### src/rtl/stx_pkg.sv
package stx_pkg;

    typedef enum logic [2:0] {
        ST_IDLE,
        ST_START,
        ST_DATA,
        ST_PARITY,
        ST_STOP
    } tx_state_e;

    typedef struct packed {
        logic [1:0] wlen;
        logic       two_stop;
        logic       par_en;
        logic       par_even;
    } frame_cfg_t;

endpackage

### src/rtl/stx_fifo.sv
module stx_fifo #(
    parameter int DW    = 8,
    parameter int DEPTH = 32,
    localparam int AW   = $clog2(DEPTH),
    localparam int LW   = $clog2(DEPTH + 1)
) (
    input  logic          clk,
    input  logic          rst_n,
    input  logic          push_i,
    input  logic [DW-1:0] wdata_i,
    input  logic          pop_i,
    output logic [DW-1:0] rdata_o,
    output logic          empty_o,
    output logic          full_o,
    output logic [LW-1:0] level_o
);
    logic [DW-1:0] mem [DEPTH];
    logic [AW-1:0] wr_ptr, rd_ptr;
    logic [LW-1:0] level;
    logic          do_push, do_pop;

    assign full_o  = (level == LW'(DEPTH));
    assign empty_o = (level == '0);
    assign level_o = level;
    assign rdata_o = mem[rd_ptr];
    assign do_push = push_i && !full_o;
    assign do_pop  = pop_i && !empty_o;

    function automatic logic [AW-1:0] bump(input logic [AW-1:0] p);
        return (p == AW'(DEPTH - 1)) ? '0 : p + 1'b1;
    endfunction

    always_ff @(posedge clk) begin
        if (do_push) mem[wr_ptr] <= wdata_i;
    end

    always_ff @(posedge clk or negedge rst_n) begin
        if (!rst_n) begin
            wr_ptr <= '0;
            rd_ptr <= '0;
            level  <= '0;
        end else begin
            if (do_push) wr_ptr <= bump(wr_ptr);
            if (do_pop)  rd_ptr <= bump(rd_ptr);
            unique case ({do_push, do_pop})
                2'b10:   level <= level + 1'b1;
                2'b01:   level <= level - 1'b1;
                default: level <= level;
            endcase
        end
    end

    AST_LEVEL_BOUND: assert property (@(posedge clk) disable iff (!rst_n)
        level <= LW'(DEPTH)) else $error("level overflow");
    AST_FULL_DROPS: assert property (@(posedge clk) disable iff (!rst_n)
        full_o && push_i && !pop_i |=> level == $past(level)) else $error("push accepted while full");
endmodule

### src/rtl/stx_framer.sv
module stx_framer
    import stx_pkg::*;
#(
    parameter int DW  = 8,
    parameter int OSR = 16,
    localparam int TW = $clog2(OSR),
    localparam int IW = $clog2(DW)
) (
    input  logic          clk,
    input  logic          rst_n,
    input  logic          tick_i,
    input  frame_cfg_t    cfg_i,
    input  logic          can_start_i,
    input  logic [DW-1:0] load_data_i,
    output logic          pop_o,
    output logic          line_o,
    output logic          active_o
);
    tx_state_e     state, state_nx;
    frame_cfg_t    cfg_q;
    logic [TW-1:0] tcnt;
    logic [DW-1:0] shreg;
    logic [IW-1:0] bidx;
    logic          sidx;
    logic          par_q;
    logic          bit_end, last_data, last_stop, load;

    function automatic logic [DW-1:0] width_mask(input logic [1:0] wl);
        logic [DW-1:0] m;
        for (int i = 0; i < DW; i++) m[i] = (i < (DW - 3 + int'(wl)));
        return m;
    endfunction

    assign bit_end   = tick_i && (tcnt == TW'(OSR - 1));
    assign last_data = (bidx == IW'(cfg_q.wlen) + IW'(DW - 4));
    assign last_stop = (sidx == cfg_q.two_stop);

    // next-state logic
    always_comb begin
        state_nx = state;
        load     = 1'b0;
        unique case (state)
            ST_IDLE: if (can_start_i) begin
                load     = 1'b1;
                state_nx = ST_START;
            end
            ST_START:  if (bit_end) state_nx = ST_DATA;
            ST_DATA:   if (bit_end && last_data) state_nx = cfg_q.par_en ? ST_PARITY : ST_STOP;
            ST_PARITY: if (bit_end) state_nx = ST_STOP;
            ST_STOP: if (bit_end && last_stop) begin
                if (can_start_i) begin
                    load     = 1'b1;
                    state_nx = ST_START;
                end else begin
                    state_nx = ST_IDLE;
                end
            end
            default: state_nx = ST_IDLE;
        endcase
    end

    // state register
    always_ff @(posedge clk or negedge rst_n) begin
        if (!rst_n) state <= ST_IDLE;
        else        state <= state_nx;
    end

    // frame datapath
    always_ff @(posedge clk or negedge rst_n) begin
        if (!rst_n) begin
            cfg_q <= '0;
            tcnt  <= '0;
            shreg <= '0;
            bidx  <= '0;
            sidx  <= 1'b0;
            par_q <= 1'b0;
        end else begin
            if (load) begin
                cfg_q <= cfg_i;
                shreg <= load_data_i;
                par_q <= cfg_i.par_even ? ^(load_data_i & width_mask(cfg_i.wlen))
                                        : ~^(load_data_i & width_mask(cfg_i.wlen));
            end else if (state == ST_DATA && bit_end) begin
                shreg <= shreg >> 1;
            end
            if (state == ST_IDLE || bit_end) tcnt <= '0;
            else if (tick_i)                 tcnt <= tcnt + 1'b1;
            if (state == ST_START)              bidx <= '0;
            else if (state == ST_DATA && bit_end) bidx <= bidx + 1'b1;
            if (state != ST_STOP) sidx <= 1'b0;
            else if (bit_end)     sidx <= 1'b1;
        end
    end

    // outputs
    always_comb begin
        pop_o    = load;
        active_o = (state != ST_IDLE);
        unique case (state)
            ST_IDLE:   line_o = 1'b1;
            ST_START:  line_o = 1'b0;
            ST_DATA:   line_o = shreg[0];
            ST_PARITY: line_o = par_q;
            ST_STOP:   line_o = 1'b1;
            default:   line_o = 1'b1;
        endcase
    end

    AST_TICK_HOLD: assert property (@(posedge clk) disable iff (!rst_n)
        !tick_i && state != ST_IDLE |=> $stable(tcnt) && state == $past(state)) else $error("advance without tick");
endmodule

### src/rtl/serial_tx.sv
module serial_tx
    import stx_pkg::*;
#(
    parameter int DW      = 8,
    parameter int DEPTH   = 32,
    parameter int OSR     = 16,
    parameter int IRQ_MIN = 4,
    localparam int LW     = $clog2(DEPTH + 1)
) (
    input  logic          clk,
    input  logic          rst_n,
    input  logic          os_tick,
    input  logic          wr_valid,
    input  logic [DW-1:0] wr_data,
    input  logic [1:0]    cfg_wlen,
    input  logic          cfg_two_stop,
    input  logic          cfg_par_en,
    input  logic          cfg_par_even,
    input  logic          cfg_cts_en,
    input  logic          cts,
    input  logic          cfg_break,
    input  logic          cfg_dma_en,
    input  logic [LW-1:0] irq_level,
    output logic          txd,
    output logic          fifo_full,
    output logic          busy,
    output logic          tx_irq,
    output logic          tx_dma_req
);
    logic [DW-1:0] head;
    logic          empty, pop, line, active, can_start;
    logic [LW-1:0] level, thr_eff;
    frame_cfg_t    cfg;

    assign cfg       = '{wlen: cfg_wlen, two_stop: cfg_two_stop,
                         par_en: cfg_par_en, par_even: cfg_par_even};
    assign can_start = !empty && (!cfg_cts_en || cts);

    stx_fifo #(.DW(DW), .DEPTH(DEPTH)) u_fifo (
        .clk(clk), .rst_n(rst_n),
        .push_i(wr_valid), .wdata_i(wr_data), .pop_i(pop),
        .rdata_o(head), .empty_o(empty), .full_o(fifo_full), .level_o(level)
    );

    stx_framer #(.DW(DW), .OSR(OSR)) u_framer (
        .clk(clk), .rst_n(rst_n), .tick_i(os_tick), .cfg_i(cfg),
        .can_start_i(can_start), .load_data_i(head),
        .pop_o(pop), .line_o(line), .active_o(active)
    );

    assign thr_eff    = (irq_level < LW'(IRQ_MIN)) ? LW'(IRQ_MIN) : irq_level;
    assign txd        = cfg_break ? 1'b0 : line;
    assign busy       = active || !empty;
    assign tx_irq     = (level <= thr_eff);
    assign tx_dma_req = cfg_dma_en && !fifo_full;

    AST_CTS_GATE: assert property (@(posedge clk) disable iff (!rst_n)
        $rose(active) && $past(cfg_cts_en) |-> $past(cts)) else $error("start without cts");
    AST_IDLE_HIGH: assert property (@(posedge clk) disable iff (!rst_n)
        !busy && !cfg_break |-> txd) else $error("idle line low");
endmodule

### config.mk
export PLATFORM = sky130hd
export DESIGN_NAME = serial_tx
export DESIGN_NICKNAME = d
export VERILOG_FILES = /design/src/rtl/stx_pkg.sv /design/src/rtl/stx_fifo.sv /design/src/rtl/stx_framer.sv /design/src/rtl/serial_tx.sv
export SDC_FILE = /design/constraint.sdc
export NUM_CORES = 1
export LEC_CHECK = 0
export CAP_MARGIN = 40
export CORE_MARGIN = 3
export CORE_UTILIZATION = 55
export DETAILED_ROUTE_END_ITERATION = 8
export PLACE_DENSITY = 0.72
export SLEW_MARGIN = 10
export SYNTH_ARGS = -nofsm -noshare
export SYNTH_HDL_FRONTEND = slang
export SYNTH_SLANG_ARGS = --single-unit
export TNS_END_PERCENT = 100
### constraint.sdc
create_clock -name clk -period 5.8 [get_ports clk]
set_clock_uncertainty 0.1 [all_clocks]
set_input_delay 0.87 -clock clk [delete_from_list [all_inputs] [get_ports clk]]
set_output_delay 0.87 -clock clk [all_outputs]
set_load 0.02 [all_outputs]
# After elaboration in Yosys (flattened, before gate mapping)
# Memory sizes are Yosys's and may differ from the RTL's.
# Cells that the tools add are included.
[word_totals]
regBits = 40
ram_bits = 256
inputBits = 27
out_inout_bits = 5
n_memories = 1
[op_classes]
n_addsub = 8
magnitude_cmp = 10
eq_ne = 18
mux = 28
bitwise_logic = 1
n_reduce_logical = 25
[mem_list]
columns = ["name", "depth", "word_bits", "read_ports", "rd_clocked_by_memory_dff", "wr", "line_no", "text"]
rows = [
  ["u_fifo.mem", 32, 8, 1, 0, 1, "stx_fifo.sv:17", "logic [DW-1:0] mem [DEPTH];"],
]
[op_table]
columns = ["operator", "n"]
rows = [
  ["$lt 4x32->1 const A", 4],
  ["$lt 3x32->1 const A", 2],
  ["$lt 1x32->1 const A", 1],
  ["$lt 2x32->1 const A", 1],
  ["$mux 3", 8],
  ["$mux 8", 2],
  ["$pmux 3 s5", 1],
  ["$pmux 6 s2", 1],
  ["$add 5x1->5 const B", 2],
  ["$eq 5x5->1 const B", 2],
  ["$mux 5", 2],
  ["$reduce_bool 2->1", 5],
  ["$mux 1", 9],
  ["$and 8x8->8", 1],
  ["$logic_and 1x1->1", 8],
  ["$mux 4", 2],
  ["$ne 2x1->1 const B", 4],
  ["$reduce_xnor 8->1", 1],
  ["$reduce_xor 8->1", 1],
  ["$add 6x1->6 const B", 1],
  ["$eq 3x2->1 const B", 2],
  ["$eq 6x6->1 const B", 1],
  ["$le 6x6->1", 1],
  ["$logic_not 6->1", 1],
  ["other kinds (23)", 27],
]

# Depth between registers and ports, before layout
# Gate-level depths: netlist of run 1.
[depth]
ltp_word = 9
mapped_depth = 19
depth_no_buf = 17

# Cells and area by module
# A second synthesis of run 1 with hierarchy kept.
[hier_totals]
hier_cells = 728
hier_area_um2 = 12537.0
[by_module_without_submodules]
columns = ["mod", "n_inst", "cells_each", "area_each_um2", "seq_area_each_um2"]
rows = [
  ["stx_fifo", 1, 575, 10966.8, 8087.8],
  ["stx_framer", 1, 124, 1367.6, 600.6],
  ["serial_tx", 1, 29, 202.7, 0.0],
]

# Worst setup path before layout of run 1
# Ideal clock, no wire load.
[synth_timing]
kind = "reg-to-reg"
from = "register u_fifo.level[1] (netlist: u_fifo.level_o[1])"
to = "register u_fifo.level[5] (netlist: u_fifo.level_o[5])"
setup_ns = 0.080
arrival_time_ns = 3.347
slack_ns = 2.273
stages_incl_launch_ff = 18
path_cell_list = "dfrtp_1 -> or2_2 -> nor4_1 -> nor2b_1 -> a21oi_1 -> nand3_1 -> clkbuf_1 -> clkinv_1 -> ha_1 -> clkbuf_1 -> inv_1 -> nor2_1 -> a222oi_1 -> nor2b_1 -> o21ai_0 -> a21oi_1 -> o21bai_1 -> xnor2_1"
[synth_via]
elab_chain_len = 9
elab_cells_between_ends = 16
[synth_rtl]
columns = ["element", "line_no", "text"]
rows = [
  ["start, declared", "stx_fifo.sv:19", "logic [LW-1:0] level;"],
  ["start signal, assigned", "stx_fifo.sv:46", "2'b10: level <= level + 1'b1;"],
  ["start signal, assigned", "stx_fifo.sv:47", "2'b01: level <= level - 1'b1;"],
  ["start signal, assigned", "stx_fifo.sv:48", "default: level <= level;"],
  ["$logic_not 6->1 (*)", "stx_fifo.sv:23", "assign empty_o = (level == '0);"],
  ["$logic_not 1->1 (*)", "stx_fifo.sv:27, serial_tx.sv:37", ""],
  ["$logic_and 1x1->1", "serial_tx.sv:37", "assign can_start = !empty && (!cfg_cts_en || cts);"],
  ["$mux 1", "stx_framer.sv:43, stx_framer.sv:51", ""],
  ["$mux 1", "stx_framer.sv:50", "ST_STOP: if (bit_end && last_stop) begin"],
  ["$pmux 1 s2", "stx_framer.sv:42", "unique case (state)"],
  ["$logic_and 1x1->1 (*)", "stx_fifo.sv:27", "assign do_pop = pop_i && !empty_o;"],
  ["via u_fifo.do_pop", "stx_fifo.sv:20", "logic do_push, do_pop;"],
  ["$eq 2x1->1 or $eq 2x2->1 (tied branches)", "stx_fifo.sv:45", "unique case ({do_push, do_pop})"],
  ["$pmux 6 s2 or $reduce_bool 2->1 (tied branches)", "n/a", ""],
]
# Mark *: on every way through the listed nets, which the timed path passes. The rest lies on a longest branch.
# A chain may end at the register's enable or synchronous reset.

# Worst setup path in the final report of run 1
[layout_timing]
from = "input irq_level[3]"
to = "output tx_irq"
[layout_via]
elab_chain_len = 3
[layout_rtl]
columns = ["element", "line_no", "text"]
rows = [
  ["start, declared", "serial_tx.sv:23", "input logic [LW-1:0] irq_level,"],
  ["$lt 6x3->1", "serial_tx.sv:51", "assign thr_eff = (irq_level < LW'(IRQ_MIN)) ? LW'(IRQ_MIN) : irq_level;"],
  ["$mux 6 (*)", "serial_tx.sv:51", ""],
  ["$le 6x6->1 (*)", "serial_tx.sv:54", "assign tx_irq = (level <= thr_eff);"],
  ["end, declared", "serial_tx.sv:27", "output logic tx_irq,"],
]
# Mark *: on every way between the ends. The rest lies on a longest branch, timed or not.

==> run_results.csv, run 1 <==
group,metric,value,unit
setup_path,reg2reg_from,"u_fifo.level_o[2]",
routing,drc_errors,0,
sta,slew_headroom,39.4,%
synthesis,yosysUniqueCellTypes,49,
routing,wl_met1,10.4,mm
power,powerDensity,473,nW/um^2
synthesis,synthArstFlopShare,13.5,%
routing,ant_nets,0,
routing,routed.top_layer,"met4",
sta,hold_viol_final,0,
routing,drtIter0Drc,615,
setup_path,cpPeakStageDelay,0.65,ns
global_routing,grt-ovfl-total,0,
setup_path,ff2ff_path_depth,16,
global_routing,grt_usage,22.0,%
synthesis,netlist_top_cells_area,"edfxtp_1 62%, mux4_2 13%, dfrtp_1 8.1%, nand2_1 2.0%, nor2_1 1.9%",
cts,ctsHtreeMaxLevel,1,
run_status,outcome,"finished clean",
cts,cts.sinks,296,
cts,cts_inserted_buffers,30,
synthesis,synth_edf_count,256,
synthesis,synthesis.area,12400,um^2
cells_and_area,nFillCells,1520,
routing,wl_met2,13.5,mm
setup_path,worst_ep_arrival_time,3.57,ns
worst_hold_path,worstHoldPathType,"input pin to asynchronous set/reset pin",
sta,finalCritPeriodShare,78.2,%
cts,cts_setup_buffers,0,
setup_path,crit_path_end_kind,"output port",
synthesis,synth_common_cells,"256 x edfxtp_1, 70 x mux4_2, 65 x nand2_1",
synthesis,synth.largest_area_cell,"edfxtp_1",
synthesis,synth_most_common_cell,"edfxtp_1",
cts,cts_root_buffer,"clkbuf_16",
routing,drtPass1Iterations,7,
cells_and_area,synthToLayoutAreaGrowth,13.5,%
placed_design,place.gp.congestion,0.818,
die,start_util,56.4,%
sta,grt_setup_unrepaired,"no",
global_routing,grt_pass1_wl,40.6,mm
die,die_w,156,um
cts,cts.reportedPaths.clkPinSlew,0.06,ns
die,die_h,156,um
sta,fin_tns_setup,0,ns
placed_design,io_buffers,31,
cts,hold_buffers,0,
sta,max_slew.worst_pin.slew,0.906,ns
placed_design,post-dp-hpwl,17.6,mm
synthesis,yosysSeqAreaShare,70.0,%
power,power.leakage,4.79,nW
setup_path,cp_slowest_cell,"clkdlybuf4s50_1",
global_routing,grt_antenna_before_repair,0,
routing,via_per_inst,6.22,
synthesis,syn_area_per_cell,16.9,um^2
die,placementRows,54,
cells_and_area,fin_nets,828,
synthesis,synth_top_area_share,61.9,%
routing,wl_per_cell,24.2,um
cells_and_area,drive_gt1_share,17.8,%
setup_path,critical_path.endpoint,"tx_irq",
cts,cts_resized,0,
setup_path,required,4.83,ns
setup_path,criticalPathCategory,"input pin to output port",
setup_path,r2r-end,"u_fifo.level_o[5]",
sta,slew_viol_final,0,
run,drv_cap,0,
power,ir_drop,0.255,mV
global_routing,grt_pass1_vias,6957,
routing,vias,6754,
setup_path,critPathMaxFanout,3,
die,die_area,24400,um^2
power,p_total,6.66,mW
die,core,22000,um^2
die,num_io_pins,32,
synthesis,synth_nets,779,
cts,cts_tree,"built",
global_routing,grt_start_max_net_pins,48,
setup_path,critPathLaunch,"irq_level[3]",
synthesis,yosys_most_used_dff,"edfxtp_1",
setup_path,crit_chain,"clkdlybuf4s50_1, o41ai_1, ha_1, nor2b_1, o21a_1, o21ai_0, nand2b_1, a21oi_1, nor2b_1, o22ai_1, clkdlybuf4s50_1",
cts,clkLatencyLatePin,0.53,ns
cts,cts_buffer_depth,3,
sta,finalSetupViolCount,0,
synthesis,yosys_warnings,0,
routing,wirelength,26.2,mm
cells_and_area,antenna_cells,0,
sta,fmax,0.220,GHz
synthesis,syn_inst,734,
routing,wl_met3,1.71,mm
setup_path,critPathLaunchType,"input pin",
setup_path,worst-r2r-setup-slack,1.65,ns
sta,period_minus_slack,4.54,ns
synthesis,synth_seq_cells,296,
power by group:
part           switching (mW)  internal (mW)
logic                    1.08          0.968
clock network           0.753           1.09
registers               0.239           2.53
kinds of logic after synthesis:
logic type | Yosys count | synth area share (%)
AO/OA/AOI/OAI | 81 | 4.04
XOR/XNOR | 21 | 1.59
adder cells (fa/ha/maj) | 18 | 1.81
buffers and inverters | 51 | 1.88
flip-flops | 296 | 70.0
multiplexers | 91 | 14.5
AND/OR/NAND/NOR | 176 | 6.22
area by class of cell:
| type | count | area [um^2] | area share [%] |
|---|---|---|---|
| Sequential cell | 296 | 8690 | 61.7 |
| Multi-Input combinational cell | 387 | 3490 | 24.8 |
| Clock buffer | 44 | 845 | 5.99 |
| Timing Repair Buffer | 51 | 548 | 3.89 |
| Tap cell | 280 | 350 | 2.49 |
| Clock inverter | 10 | 98.8 | 0.701 |
| Inverter | 17 | 63.8 | 0.453 |
worst max-delay path, delay by kind of cell:
kind / cells / cell delay (ns)
AND/OR/NAND/NOR: 3 / 0.30
buffers and inverters: 2 / 1.11
adder cells (fa/ha/maj): 1 / 0.32
AO/OA/AOI/OAI: 5 / 0.97
per-stage QoR:
step	hold slack (ns)	instance area (um^2)	setup WS (ns)	std cells	util, %
after detailed placement	0.384	13100	1.29	1031	59.7
final	0.0969	14100	1.26	1085	64.0
after global placement	0.386	12900	1.40	1016	58.8
after CTS	0.0865	14100	1.26	1085	64.0
after global routing	0.103	14100	1.15	1085	64.0
after floorplan	0.356	12400	2.27	734	-
registers in the layout (all words and copies together) (netlist names):
signal	count
u_fifo.level_o	6
u_fifo.wr_ptr	5
u_framer.bidx	3
u_framer.state	3
u_framer.shreg	8
u_framer.tcnt	4
u_framer.cfg_q	4
u_framer.sidx	1
u_fifo.rd_ptr	5
u_framer.par_q	1
u_fifo.mem	256
layer usage:
layer	vias up	GRT usage, %
met5	-	0
met4	0	5.38
met3	50	3.79
met2	273	37.3
met1	3483	30.2
li1	2948	-
worst min-delay path by stage:
| stage | start | endpoint | slack [ns] | cells past startpoint |
|---|---|---|---|---|
| floorplan | u_framer.par_q | u_framer.par_q | 0.36 | 2 |
| global placement | u_framer.par_q | u_framer.par_q | 0.39 | 2 |
| detailed placement | u_framer.par_q | u_framer.par_q | 0.38 | 2 |
| CTS | rst_n | u_fifo.level_o[2] | 0.09 | 1 |
| global route | rst_n | u_fifo.level_o[2] | 0.10 | 1 |
| finish | rst_n | u_fifo.level_o[2] | 0.1 | 1 |
cells in the final DEF, fill, tap and decap left out, types with 10 or more instances in the layout:
| master | instances |
|---|---|
| buf_4 | 10 |
| clkbuf_1 | 11 |
| xnor2_1 | 12 |
| nand2_1 | 65 |
| dfrtp_1 | 37 |
| inv_1 | 16 |
| mux4_2 | 70 |
| ha_1 | 18 |
| o21ai_0 | 30 |
| nor2_1 | 64 |
| clkdlybuf4s50_1 | 30 |
| mux2i_1 | 15 |
| a21oi_1 | 17 |
| edfxtp_1 | 256 |
| clkbuf_16 | 31 |
Note: power is estimated with default switching activity, not from simulation.
==> run 2: changes to the inputs <==
==> constraint.sdc (replaced) <==
create_clock -name clk -period 4.8 [get_ports clk]
set_clock_uncertainty 0.1 [all_clocks]
set_input_delay 0.72 -clock clk [delete_from_list [all_inputs] [get_ports clk]]
set_output_delay 0.72 -clock clk [all_outputs]
set_load 0.02 [all_outputs]
==> run 2 against run 1 <==
Combinational power is 17% higher. Final cell count is 0.65% higher. Flip-flop and latch count stayed put. Register-to-register slack worse by 0.73 ns. Global-route usage is 0.089 points lower. Clock power is 30% higher. Non-clock buffer count is 5 higher. Hold slack better by 0.31 ns. Worst setup slack worse by 0.88 ns.
==> run_results.csv, run 2 (synthesis results as in run 1) <==
group,metric,value,unit
cells_and_area,fin_nets,834,
sta,max_slew.worst_pin.slew,0.889,ns
cts,cts_resized,0,
cells_and_area,final_common_cell,"edfxtp_1",
power,seq_power_share,41.7,%
die,core,22000,um^2
die,die_h,156,um
sta,fin_ws,0.383,ns
routing,drtIter0Drc,598,
die,placementRows,54,
global_routing,grt_pass1_vias,6985,
routing,drtPass1Iterations,7,
cts,cts_setup_buffers,0,
worst_hold_path,worstHoldStart,"u_framer.cfg_q[1]",
die,die_area,24400,um^2
setup_path,required,3.98,ns
power,sw_frac_of_total,30.9,%
sta,grt_setup_unrepaired,"no",
setup_path,cpPeakStageDelay,0.63,ns
sta,finalCritPeriodShare,92.0,%
routing,via_per_inst,6.18,
cts,cts_inserted_buffers,31,
power,intPower,5.67,mW
routing,vias,6746,
cts,cts.sinks,296,
cells_and_area,synthToLayoutAreaGrowth,14.5,%
setup_path,worst_ep_arrival_time,3.60,ns
routing,drc_errors,0,
sta,slew_headroom,40.5,%
setup_path,crit_path_end_kind,"output port",
setup_path,critPathLaunchType,"input pin",
global_routing,grt-ovfl-total,0,
routing,wl_met1,10.2,mm
routing,ant_nets,0,
cts,hold_buffers,1,
global_routing,grt_antenna_before_repair,0,
cells_and_area,drive_gt1_share,18.7,%
cells_and_area,antenna_cells,0,
power,p_total,8.21,mW
die,die_w,156,um
routing,wl_met3,1.87,mm
power,clkPwrFrac,29.1,%
power,power.leakage,4.85,nW
routing,wirelength,25.9,mm
cts,clkLatencyLatePin,0.54,ns
routing,routed.top_layer,"met4",
placed_design,place.gp.congestion,0.851,
cells_and_area,largest-register,"u_fifo.mem",
placed_design,io_buffers,31,
cells_and_area,largest_reg_flops,256,
sta,finalSetupViolCount,0,
sta,fin_tns_setup,0,ns
run,drv_cap,0,
setup_path,cp_slowest_cell,"clkdlybuf4s50_1",
die,start_util,56.4,%
power,pwr-share-comb,29.3,%
routing,wl_per_cell,23.7,um
placed_design,placed_cells_incl_taps,1034,
run_status,outcome,"finished clean",
cts,ctsHtreeMaxLevel,1,
sta,slew_viol_final,0,
setup_path,critPathLaunch,"irq_level[4]",
setup_path,criticalPathCategory,"input pin to output port",
power,power.switching,2.54,mW
sta,period_minus_slack,4.42,ns
global_routing,grt_start_max_net_pins,36,
die,num_io_pins,32,
sta,fmax,0.226,GHz
sta,hold_viol_final,0,
cells_and_area,final_cell_mix,"256 x edfxtp_1, 70 x mux4_2, 65 x nand2_1, 64 x nor2_1, 37 x dfrtp_1",
cts,cts_root_buffer,"clkbuf_16",
setup_path,worst-r2r-setup-slack,0.92,ns
global_routing,grt_usage,21.9,%
routing,wl_met2,13.1,mm
setup_path,critPathMaxFanout,3,
placed_design,pre_cts_slack,0.460,ns
worst_hold_path,worstHoldPathType,"register to register",
global_routing,grt_pass1_wl,40.5,mm
sta,whs,0.406,ns
setup_path,crit_chain,"clkdlybuf4s50_1, o41ai_1, ha_1, nor2b_1, o21a_1, o21ai_0, nand2b_1, a21oi_1, nor2b_1, o22ai_1, clkdlybuf4s50_1",
cts,cts_tree,"built",
power,powerDensity,578,nW/um^2
placed_design,post-dp-hpwl,17.4,mm
cts,cts_buffer_depth,3,
power,ir_drop,0.430,mV
cts,cts.reportedPaths.clkPinSlew,0.06,ns
cells_and_area,finalNonFillerCells,1092,
setup_path,reg2reg_from,"u_fifo.level_o[1]",
## run 2: cell types whose count changed in the layout (fill, tap and decap cells not counted), sizes merged
cell	change
clkinv	+4
clkbuf	-6
inv	-1
buf	+4
dlygate4sd3	+1
bufinv	+3
clkinvlp	+2
## run 2: final cells by class
| cell class | instances | area, um^2 |
|---|---|---|
| Inverter | 17 | 63.8 |
| Multi-Input combinational cell | 387 | 3490 |
| Sequential cell | 296 | 8690 |
| Clock buffer | 38 | 802 |
| Tap cell | 280 | 350 |
| Timing Repair Buffer | 56 | 593 |
| Clock inverter | 18 | 218 |
| Fill cell | 1517 | 7810 |
## run 2: stage by stage
stage               utilization [%]  instance area, um^2
finish                         64.5                14200
global route                   64.5                14200
CTS                            64.5                14200
detailed placement             59.8                13200
global placement               58.9                13000
floorplan                         -                12400
## run 2: path summary, 6_finish.rpt
kind	endpoint	depth (start not counted)
setup / recovery	tx_irq	11
hold / removal	u_framer.cfg_q[1]	2
setup reg to reg	u_fifo.level_o[5]	15
hold reg to reg	u_framer.cfg_q[1]	2
max in group asynchronous	u_fifo.rd_ptr[0]	3
min in group asynchronous	u_fifo.wr_ptr[1]	2
## run 2: routing by layer
metal	track usage (%)	vias up
met3	4.65	63
li1	-	2961
met1	29.4	3474
met4	5.46	0
met2	37.1	248
met5	0	-
## run 2: power by group through the flow
stage / Clock [mW] / Combinational [mW] / Sequential (mW)
2_1_floorplan: 0 / 1.95 / 3.20
3_3_place_gp: 0 / 2.28 / 3.47
3_5_place_dp: 0 / 2.39 / 3.48
4_1_cts: 2.42 / 2.41 / 3.43
5_1_grt: 2.52 / 2.62 / 3.47
6_report: 2.39 / 2.40 / 3.42
## run 2: critical path, delay by kind of cell
family / cells / cell delay [ns]
AND/OR/NAND/NOR: 3 / 0.29
buffers and inverters: 2 / 1.08
adder cells (fa/ha/maj): 1 / 0.34
AO/OA/AOI/OAI: 5 / 1.16
